[config.mk]
export PLATFORM = sky130hd
export DESIGN_NAME = dma_wr_master
export DESIGN_NICKNAME = d
export VERILOG_FILES = /design/src/rtl/dma_wr_pkg.sv /design/src/rtl/dma_byte_fifo.sv /design/src/rtl/dma_addr_gen.sv /design/src/rtl/dma_bus_fsm.sv /design/src/rtl/dma_wr_master.sv
export SDC_FILE = /design/constraint.sdc
export NUM_CORES = 1
export LEC_CHECK = 0
export BUFFER_PORTS_ARGS = -buffer_cell sky130_fd_sc_hd__buf_2
export CORE_ASPECT_RATIO = 1.75
export CORE_UTILIZATION = 59
export CTS_CLUSTER_SIZE = 20
export DETAILED_ROUTE_END_ITERATION = 10
export GPL_TIMING_DRIVEN = 0
export PLACE_DENSITY = 0.88
export SLEW_MARGIN = 20
export SYNTH_ARGS = -nofsm -noshare
export SYNTH_HDL_FRONTEND = slang
export SYNTH_SLANG_ARGS = --single-unit
[constraint.sdc]
create_clock -name clk -period 3.2 [get_ports clk]
set_input_delay 0.64 -clock clk [delete_from_list [all_inputs] [get_ports clk]]
set_output_delay 0.64 -clock clk [all_outputs]
set_load 0.005 [all_outputs]
[src/rtl/dma_wr_pkg.sv]
package dma_wr_pkg;

    localparam int unsigned BUS_AW = 9;
    localparam int unsigned BUS_DW = 8;

    typedef enum logic [2:0] {
        ST_IDLE,
        ST_REQ,
        ST_WRITE,
        ST_GAP,
        ST_RELEASE
    } bus_state_e;

    typedef struct packed {
        bus_state_e          state;
        logic                hrq;
        logic                wr_n;
        logic                oe;
        logic [BUS_AW-1:0]   addr;
        logic [BUS_DW-1:0]   data;
        logic                done;
    } bus_regs_t;

endpackage

[src/rtl/dma_byte_fifo.sv]
module dma_byte_fifo #(
    parameter int unsigned DW    = 8,
    parameter int unsigned DEPTH = 4
) (
    input  logic          clk,
    input  logic          rst_n,
    input  logic          push,
    input  logic [DW-1:0] push_data,
    input  logic          pop,
    output logic [DW-1:0] head,
    output logic          empty,
    output logic          full
);
    localparam int unsigned PW = (DEPTH > 1) ? $clog2(DEPTH) : 1;
    localparam int unsigned CW = $clog2(DEPTH + 1);

    typedef struct packed {
        logic [PW-1:0] wp;
        logic [PW-1:0] rp;
        logic [CW-1:0] cnt;
    } fifo_ptrs_t;

    fifo_ptrs_t ptr_d, ptr_q;
    logic [DW-1:0] mem_q [DEPTH];

    function automatic logic [PW-1:0] ptr_inc(input logic [PW-1:0] p);
        return (p == PW'(DEPTH - 1)) ? '0 : p + 1'b1;
    endfunction

    always_comb begin
        ptr_d = ptr_q;
        if (push) ptr_d.wp = ptr_inc(ptr_q.wp);
        if (pop)  ptr_d.rp = ptr_inc(ptr_q.rp);
        if (push && !pop)      ptr_d.cnt = ptr_q.cnt + 1'b1;
        else if (pop && !push) ptr_d.cnt = ptr_q.cnt - 1'b1;
    end

    always_ff @(posedge clk or negedge rst_n) begin
        if (!rst_n) ptr_q <= '0;
        else        ptr_q <= ptr_d;
    end

    for (genvar i = 0; i < DEPTH; i++) begin : g_slot
        always_ff @(posedge clk) begin
            if (push && ptr_q.wp == PW'(i)) mem_q[i] <= push_data;
        end
    end

    assign head  = mem_q[ptr_q.rp];
    assign empty = (ptr_q.cnt == '0);
    assign full  = (ptr_q.cnt == CW'(DEPTH));
endmodule

[src/rtl/dma_addr_gen.sv]
module dma_addr_gen #(
    parameter int unsigned AW       = 9,
    parameter int unsigned XFER_LEN = 512
) (
    input  logic          clk,
    input  logic          rst_n,
    input  logic          step,
    input  logic          clr_len,
    output logic [AW-1:0] next_addr,
    output logic          len_reached
);
    localparam int unsigned LW = $clog2(XFER_LEN + 1);

    typedef struct packed {
        logic [AW-1:0] addr;
        logic [LW-1:0] len;
    } gen_t;

    gen_t gen_d, gen_q;

    always_comb begin
        gen_d = gen_q;
        if (step) begin
            gen_d.addr = gen_q.addr + 1'b1;
            gen_d.len  = gen_q.len + 1'b1;
        end
        if (clr_len) gen_d.len = '0;
    end

    always_ff @(posedge clk or negedge rst_n) begin
        if (!rst_n) gen_q <= '0;
        else        gen_q <= gen_d;
    end

    assign next_addr   = gen_q.addr;
    assign len_reached = (gen_q.len == LW'(XFER_LEN));
endmodule

[src/rtl/dma_bus_fsm.sv]
module dma_bus_fsm
    import dma_wr_pkg::*;
(
    input  logic              clk,
    input  logic              rst_n,
    input  logic              buf_empty,
    input  logic [BUS_DW-1:0] buf_head,
    input  logic [BUS_AW-1:0] next_addr,
    input  logic              len_reached,
    input  logic              hack,
    output logic              buf_pop,
    output logic              addr_step,
    output logic              len_clr,
    output bus_regs_t         regs
);
    bus_regs_t r_d, r_q;

    always_comb begin
        r_d       = r_q;
        buf_pop   = 1'b0;
        addr_step = 1'b0;
        len_clr   = 1'b0;
        unique case (r_q.state)
            ST_IDLE: begin
                if (!buf_empty && !hack) begin
                    r_d.state = ST_REQ;
                    r_d.hrq   = 1'b1;
                end
            end
            ST_REQ: begin
                if (hack) begin
                    r_d.state = ST_WRITE;
                    r_d.wr_n  = 1'b0;
                    r_d.oe    = 1'b1;
                    r_d.addr  = next_addr;
                    r_d.data  = buf_head;
                    buf_pop   = 1'b1;
                    addr_step = 1'b1;
                end
            end
            ST_WRITE: begin
                r_d.state = ST_GAP;
                r_d.wr_n  = 1'b1;
            end
            ST_GAP: begin
                if (len_reached || buf_empty) begin
                    r_d.state = ST_RELEASE;
                    r_d.hrq   = 1'b0;
                    r_d.oe    = 1'b0;
                    r_d.addr  = '0;
                    r_d.data  = '0;
                    r_d.done  = len_reached;
                    len_clr   = len_reached;
                end else begin
                    r_d.state = ST_WRITE;
                    r_d.wr_n  = 1'b0;
                    r_d.addr  = next_addr;
                    r_d.data  = buf_head;
                    buf_pop   = 1'b1;
                    addr_step = 1'b1;
                end
            end
            ST_RELEASE: begin
                if (!hack) begin
                    r_d.state = ST_IDLE;
                    r_d.done  = 1'b0;
                end
            end
            default: r_d.state = ST_IDLE;
        endcase
    end

    always_ff @(posedge clk or negedge rst_n) begin
        if (!rst_n) begin
            r_q       <= '0;
            r_q.state <= ST_IDLE;
            r_q.wr_n  <= 1'b1;
        end else begin
            r_q <= r_d;
        end
    end

    assign regs = r_q;
endmodule

[src/rtl/dma_wr_master.sv]
module dma_wr_master
    import dma_wr_pkg::*;
#(
    parameter int unsigned BUF_DEPTH = 4,
    parameter int unsigned XFER_LEN  = 512
) (
    input  logic              clk,
    input  logic              rst_n,
    input  logic              in_valid,
    input  logic [BUS_DW-1:0] in_data,
    output logic              in_ready,
    output logic              hold_req,
    input  logic              hold_ack,
    output logic              wr_n,
    output logic              bus_oe,
    output logic [BUS_AW-1:0] bus_addr,
    output logic [BUS_DW-1:0] bus_data,
    output logic              xfer_done
);
    logic              buf_empty, buf_full, buf_pop, push;
    logic [BUS_DW-1:0] buf_head;
    logic [BUS_AW-1:0] next_addr;
    logic              len_reached, addr_step, len_clr;
    bus_regs_t         regs;

    assign in_ready = !buf_full && !regs.done;
    assign push     = in_valid && in_ready;

    dma_byte_fifo #(.DW(BUS_DW), .DEPTH(BUF_DEPTH)) u_buf (
        .clk(clk), .rst_n(rst_n), .push(push), .push_data(in_data),
        .pop(buf_pop), .head(buf_head), .empty(buf_empty), .full(buf_full)
    );

    dma_addr_gen #(.AW(BUS_AW), .XFER_LEN(XFER_LEN)) u_addr (
        .clk(clk), .rst_n(rst_n), .step(addr_step), .clr_len(len_clr),
        .next_addr(next_addr), .len_reached(len_reached)
    );

    dma_bus_fsm u_fsm (
        .clk(clk), .rst_n(rst_n), .buf_empty(buf_empty), .buf_head(buf_head),
        .next_addr(next_addr), .len_reached(len_reached), .hack(hold_ack),
        .buf_pop(buf_pop), .addr_step(addr_step), .len_clr(len_clr), .regs(regs)
    );

    assign hold_req  = regs.hrq;
    assign wr_n      = regs.wr_n;
    assign bus_oe    = regs.oe;
    assign bus_addr  = regs.addr;
    assign bus_data  = regs.data;
    assign xfer_done = regs.done;
endmodule

=== Word-level counts from Yosys, hierarchy flattened ===
Memory sizes are Yosys's and may differ from the RTL's.
Index checks and enable logic that the tools add are counted.

* Add/sub/neg operators: 6
* Multiply operators: 0
* Divide/modulo/power cells: 0
* Magnitude comparators: 0
* Equal/unequal tests: 15
* Shift-type cells: 0
* Mux-type cells: 43
* Bitwise operators: 0
* Reduce and logical (&&, ||, !) cells: 34

{| class="wikitable"
|+ Operators with widths
! kind !! count
|-
| 18-bit case mux with 2 select lines || 1
|-
| 8-bit 2-to-1 mux || 3
|-
| 8-bit OR reduction || 3
|-
| 10-bit 2-to-1 mux || 2
|-
| 1-bit 2-to-1 mux || 19
|-
| 19-bit 2-to-1 mux || 1
|-
| 17-bit 2-to-1 mux || 1
|-
| 3-bit 2-to-1 mux || 5
|-
| 3-bit case mux with 5 select lines || 1
|-
| 3-bit AND reduction || 5
|-
| 10-bit by 1-bit adder with 10-bit output (second input constant) || 1
|-
| 10-bit equality test (second input constant) || 1
|-
| 2-bit 2-to-1 mux || 5
|-
| 2-bit nonzero test || 5
|-
| 9-bit by 1-bit adder with 9-bit output (second input constant) || 1
|-
| 1-bit logical AND || 9
|-
| 2-bit equality test (second input constant) || 3
|-
| 3-bit by 2-bit equality test with 1-bit output (second input constant) || 2
|-
| 3-bit equality test (second input constant) || 2
|-
| 1-bit logical NOT || 6
|-
| 3-bit logical NOT || 2
|-
| 2-bit != test (second input constant) || 3
|-
| 1-bit case mux with 2 select lines || 3
|-
| 2-bit by 1-bit adder with 2-bit output (second input constant) || 2
|-
| other kinds (11) || 12
|}

* Bits in registers: 50
* Bits in latches: 0
* Bits in writable memories: 32
* ROM bits: 0
* Memories: 1

{| class="wikitable"
|+ Memory list
! name !! depth !! bits a word !! rd ports !! clocked after memory_dff !! wr ports !! line !! source
|-
| u_buf.mem_q || 4 || 8 || 1 || 0 || 1 || dma_byte_fifo.sv:24 || <nowiki>logic [DW-1:0] mem_q [DEPTH];</nowiki>
|}

=== Longest topological paths before layout ===
* Depth after elaboration: 11
* Depth in mapped cells: 14
* Depth with buffers taken out: 12

=== By module ===
A second synthesis with hierarchy kept.

* Cell total of the unflattened synthesis: 294
* Area total of the unflattened synthesis: 3,804.9 µm²

{| class="wikitable"
|+ By module, submodules not included
! module !! instances !! cells an instance !! area each (µm²)
|-
| dma_byte_fifo || 1 || 79 || 1,569.0
|-
| dma_bus_fsm || 1 || 119 || 1,243.7
|-
| dma_addr_gen || 1 || 94 || 975.9
|-
| dma_wr_master || 1 || 2 || 16.3
|}

=== Least setup slack after synthesis ===
No wires, ideal clock.

* Path kind: reg2reg
* Start point: register u_addr.gen_q[0] (netlist bit)
* End point: register u_buf.ptr_q[2] (netlist bit)
* Library setup time: 0.079 ns
* Arrival: 2.444 ns
* Data required time: 3.121 ns
* Slack: 0.677 ns
* Stages on the path, launching flop included: 15
* Path buffers: 2
* Period minus slack after synthesis: 2.523 ns
* Path through: dfrtp_1 > inv_1 > ha_1 > and4bb_4 > and4_1 > buf_6 > nor2_2 > buf_4 > inv_1 > ha_1 > inv_1 > fa_1 > xor2_1 > nor2_1 > xor2_1

* Word-level cells in the longest chain between the ends: 7
* Elaborated cells between the ends (all ways): 9
* Those cells by class: 1 x eq/ne; 3 x mux; 5 x reduce/logical

{| class="wikitable"
|+ Ends and longest elaborated chain
! what !! line !! source
|-
| start: declaration || dma_addr_gen.sv:19 || <nowiki>gen_t gen_d, gen_q;</nowiki>
|-
| start signal: assignment || dma_addr_gen.sv:32 || <nowiki>else gen_q <= gen_d;</nowiki>
|-
| 10-bit equality test * || dma_addr_gen.sv:36 || <nowiki>assign len_reached = (gen_q.len == LW'(XFER_LEN));</nowiki>
|-
| 1-bit logical OR * || dma_bus_fsm.sv:46 || <nowiki>if (len_reached || buf_empty) begin</nowiki>
|-
| 1-bit 2-to-1 mux * || dma_bus_fsm.sv:46 ||
|-
| 1-bit case mux with 2 select lines * || dma_bus_fsm.sv:23 || <nowiki>unique case (r_q.state)</nowiki>
|-
| 1-bit logical NOT || dma_byte_fifo.sv:34 || <nowiki>if (push && !pop) ptr_d.cnt = ptr_q.cnt + 1'b1;</nowiki>
|-
| 1-bit logical AND || dma_byte_fifo.sv:34 ||
|-
| 3-bit 2-to-1 mux / 2-bit nonzero test (equally long branches) || - ||
|-
| end signal: assignment || dma_byte_fifo.sv:40 || <nowiki>else ptr_q <= ptr_d;</nowiki>
|-
| end: declaration || dma_byte_fifo.sv:23 || <nowiki>fifo_ptrs_t ptr_d, ptr_q;</nowiki>
|}

Every way passes the cells marked *; elsewhere a longest branch is shown, timed or not.
A chain may end at the register's enable or synchronous reset.

=== Final worst setup path ===
Same ends and word-level chain as after synthesis.

==> impl_metrics.prom <==
# TYPE chip_impl_metric gauge
chip_impl_metric{name="grt_max_degree",unit=""} 51
chip_impl_info{name="synth_top_cell_by_area",value="dfrtp_1"} 1
chip_impl_metric{name="numPortBuffers",unit=""} 33
chip_impl_metric{name="synth_top_area_share",unit="%"} 33.6
chip_impl_metric{name="global_route.usage.met2",unit="%"} 43.8
chip_impl_metric{name="worst_path_largest_cell_delay",unit="ps"} 440
chip_impl_metric{name="detail_route.first_pass.iterations",unit=""} 4
chip_impl_metric{name="number_of_global_route_vias_before_repair",unit=""} 2301
chip_impl_metric{name="post_drt_via_cell_ratio",unit=""} 5.72
chip_impl_info{name="most_frequent_standard_cell_in_the_layout_excluding_fill_and_tap_cells",value="dfrtp_1"} 1
chip_impl_metric{name="share_of_post_route_cells_with_drive_strength_above_1",unit="%"} 30.4
chip_impl_info{name="clockRootBuffer",value="clkbuf_8"} 1
chip_impl_metric{name="critical_path.max_fanout",unit=""} 10
chip_impl_metric{name="areaGrowthSynthToFinish",unit="%"} 12.7
chip_impl_metric{name="finalWirelength",unit="mm"} 6.70
chip_impl_metric{name="asyncSetResetFlopFracSynth",unit="%"} 61.0
chip_impl_info{name="post_synth_main_area_contributors",value="dfrtp_1, edfxtp_1, mux4_2, a22o_1, buf_4"} 1
chip_impl_metric{name="grt_first_pass_wirelength",unit="mm"} 11.0
chip_impl_metric{name="rr_worst_depth",unit=""} 14
chip_impl_metric{name="sequential_element_share_of_the_synthesized_area",unit="%"} 60.6
chip_impl_metric{name="die_area",unit="um^2"} 6520
chip_impl_info{name="critical_path.slowest_cell",value="dfrtp_1"} 1
chip_impl_metric{name="detail_route.iter0.violations",unit=""} 107
chip_impl_metric{name="groute.usage.overall",unit="%"} 24.2
chip_impl_metric{name="maxClockFrequency",unit="GHz"} 0.358
chip_impl_metric{name="timing.final.hold_violations",unit=""} 0
chip_impl_metric{name="cts.htree.levels",unit=""} 3
chip_impl_info{name="synth_flop_cell",value="dfrtp_1"} 1
chip_impl_metric{name="post_cts_hold_buffer_count",unit=""} 0
chip_impl_metric{name="fin_crit",unit="ps"} 2790
chip_impl_metric{name="ant_nets",unit=""} 0
chip_impl_metric{name="transition_time_at_the_pin_with_the_least_slew_margin",unit="ps"} 615
chip_impl_metric{name="drv_slew",unit=""} 0
chip_impl_metric{name="worst-endpoint-required",unit="ps"} 3470
chip_impl_metric{name="grt_antenna_before_repair",unit=""} 0
chip_impl_metric{name="fin_worst_skew",unit="ps"} 10.3
chip_impl_metric{name="postCtsSetupBuffers",unit=""} 0
chip_impl_metric{name="clock_sinks",unit=""} 82
chip_impl_metric{name="rows",unit=""} 37
chip_impl_metric{name="mappedNetlistNets",unit=""} 285
chip_impl_info{name="timing.rr.end",value="u_buf.ptr_q[2]"} 1
chip_impl_info{name="worstSetupPathType",value="reg -> reg"} 1
chip_impl_metric{name="post_synth_edffs",unit=""} 32
chip_impl_metric{name="initial_core_util",unit="%"} 61.6
chip_impl_metric{name="dp_cells",unit=""} 374
chip_impl_metric{name="ir_drop",unit="V"} 0.000515
chip_impl_metric{name="ctsLongestPathBuffers",unit=""} 2
chip_impl_metric{name="grt.met1_usage",unit="%"} 25.2
chip_impl_metric{name="timing.reg2reg.setup_slack",unit="ps"} 410
chip_impl_info{name="rsz0062_at_grt",value="no"} 1
chip_impl_metric{name="cts_repair_resize_count",unit=""} 0
chip_impl_metric{name="finalCritPeriodShare",unit="%"} 87.3
chip_impl_info{name="startpoint_class",value="flop"} 1
chip_impl_metric{name="ys_ff_latch",unit=""} 82
chip_impl_metric{name="setup_viol",unit=""} 0
chip_impl_info{name="global_route.peak_usage_layer",value="met2"} 1
chip_impl_metric{name="netlist-cell-type-count",unit=""} 49
chip_impl_metric{name="power_density",unit="nW/um^2"} 453
chip_impl_info{name="mostFrequentLayoutCells",value="dfrtp_1, buf_2, edfxtp_1, buf_4, a22o_1"} 1
chip_impl_info{name="tritoncts",value="yes"} 1
chip_impl_info{name="endpoint_kind",value="flop"} 1
chip_impl_metric{name="worst_ep_arrival_time",unit="ps"} 3070
chip_impl_metric{name="routabilityCongestion",unit=""} 0.889
chip_impl_metric{name="non_filler_cells_final",unit=""} 390
chip_impl_info{name="hp-class",value="in -> async"} 1
chip_impl_metric{name="fin_setup_tns",unit="ps"} 0
chip_impl_metric{name="avgRoutedWirePerCell",unit="um"} 17.2
chip_impl_metric{name="ios",unit=""} 34
chip_impl_metric{name="leakagePower",unit="nW"} 1.88
chip_impl_metric{name="post-route-drc-count",unit=""} 0
chip_impl_metric{name="clk_latency",unit="ps"} 350
chip_impl_info{name="crit-reg2reg-launch",value="u_addr.gen_q[0]"} 1
chip_impl_metric{name="core-area",unit="um^2"} 5930
chip_impl_metric{name="routed-via-count",unit=""} 2231
chip_impl_metric{name="timing.slew.headroom",unit="%"} 59.0
chip_impl_metric{name="die-width",unit="um"} 61.5
chip_impl_metric{name="synth.cell_area",unit="um^2"} 3650
chip_impl_metric{name="dpl.hpwl",unit="mm"} 4.67
chip_impl_metric{name="numCtsBuffers",unit=""} 9
chip_impl_metric{name="antenna-diode-count",unit=""} 0
chip_impl_metric{name="die_h",unit="um"} 106
chip_impl_metric{name="cts.reportedPaths.clkPinSlew",unit="ps"} 90
chip_impl_metric{name="overflow",unit=""} 0
chip_impl_metric{name="max-cap-violations",unit=""} 0
chip_impl_info{name="path_common_cell",value="inv_1"} 1
chip_impl_metric{name="final_nets",unit=""} 329
chip_impl_metric{name="synthCells",unit=""} 263
chip_impl_metric{name="grt_use_met3",unit="%"} 5.96
chip_impl_info{name="critical_path_cell_by_cell",value="inv_1 > ha_1 > and4bb_4 > and4_1 > buf_6 > nor2_2 > buf_4 > inv_1 > ha_1 > inv_1 > fa_1 > xor2_1 > nor2_1 > xor2_1"} 1
chip_impl_info{name="run_status",value="complete, no violations"} 1
chip_impl_metric{name="yosysWarningCount",unit=""} 0
chip_impl_metric{name="syn_area_per_cell",unit="um^2"} 13.9
==> layer usage <==
layer | part of all wire, % | vias up | wire length, um
met5 | 0 | - | 0
met4 | 2.3 | 0 | 152
met3 | 3.3 | 12 | 222
met2 | 60 | 47 | 3990
met1 | 35 | 1129 | 2340
li1 | - | 1043 | -
==> state kept, by name, indices dropped and copies added (netlist names) <==
name,cells
u_addr.gen_q,10
u_addr.next_addr,9
u_buf.mem_q,32
u_buf.ptr_q,7
u_fsm.regs,24
==> worst max-delay path by stage <==
stage	from	to	slack, ps	depth (start not counted)
floorplan	u_addr.gen_q[0]	u_buf.ptr_q[2]	680	14
global placement	hold_ack	u_buf.ptr_q[2]	460	12
detailed placement	hold_ack	u_buf.ptr_q[2]	370	12
CTS	u_addr.gen_q[0]	u_buf.ptr_q[2]	400	14
global route	u_fsm.regs[22]	u_buf.ptr_q[2]	240	12
finish	u_addr.gen_q[0]	u_buf.ptr_q[2]	410	14
==> cells in the mapped netlist (all sizes together), types with 2 or more instances <==
cell type,number
o211ai,5
ha,9
clkbuf,2
edfxtp,32
nor2,12
mux2,6
nor3,10
and4,3
or3,2
mux4,8
nand4,3
and2,2
and3,7
a21oi,5
a22o,16
xnor2,4
buf,24
nand3,6
inv,8
nand2,10
o31ai,2
dfrtp,49
xor2,14
a211oi,2
o21ai,7
==> stage by stage <==
stage | power (mW) | util, % | worst slack [ps] | area (um^2) | hold WS [ps]
floorplan | 1.12 | - | 677 | 3650 | 344
global placement | 1.14 | 66.1 | 460 | 3920 | 466
detailed placement | 1.14 | 66.1 | 372 | 3920 | 464
CTS | 1.88 | 69.4 | 399 | 4120 | 479
global route | 1.92 | 69.5 | 237 | 4120 | 329
finish | 1.87 | 69.5 | 406 | 4120 | 279
==> where the power goes <==
part	switching, mW	internal, mW	total (mW)
clock	0.385	0.365	0.750
combinational	0.0189	0.00578	0.0247
sequential	0	1.09	1.09
==> worst max-delay path, delay by kind of cell (launching register included) <==
kind | cells | cell delay, ps
adder cells (fa/ha/maj) | 3 | 770
buffers and inverters | 5 | 520
AND/OR/NAND/NOR | 4 | 640
XOR/XNOR | 2 | 320
flip-flops | 1 | 440
==> final cells by class <==
type	count	area [um^2]
clock buffers	9	124
inverters	9	33.8
flip-flops and latches	82	2210
multi-input cells	146	1220
fillers	445	1810
repair buffers	33	168
well taps	78	97.6
clock inverters	7	76.3
plain buffers	26	185
==> logic make-up (layout without fill, tap and decap cells) <==
logic type	Yosys count	in the layout	synth area share, %
XOR/XNOR	18	18	4.32
flip-flops	82	82	60.6
AO/OA/AOI/OAI	44	44	9.32
AND/OR/NAND/NOR	60	60	9.15
adder cells (fa/ha/maj)	10	10	3.63
buffers and inverters	35	84	5.99
multiplexers	14	14	6.99
Power figures use the tool's default switching activity.
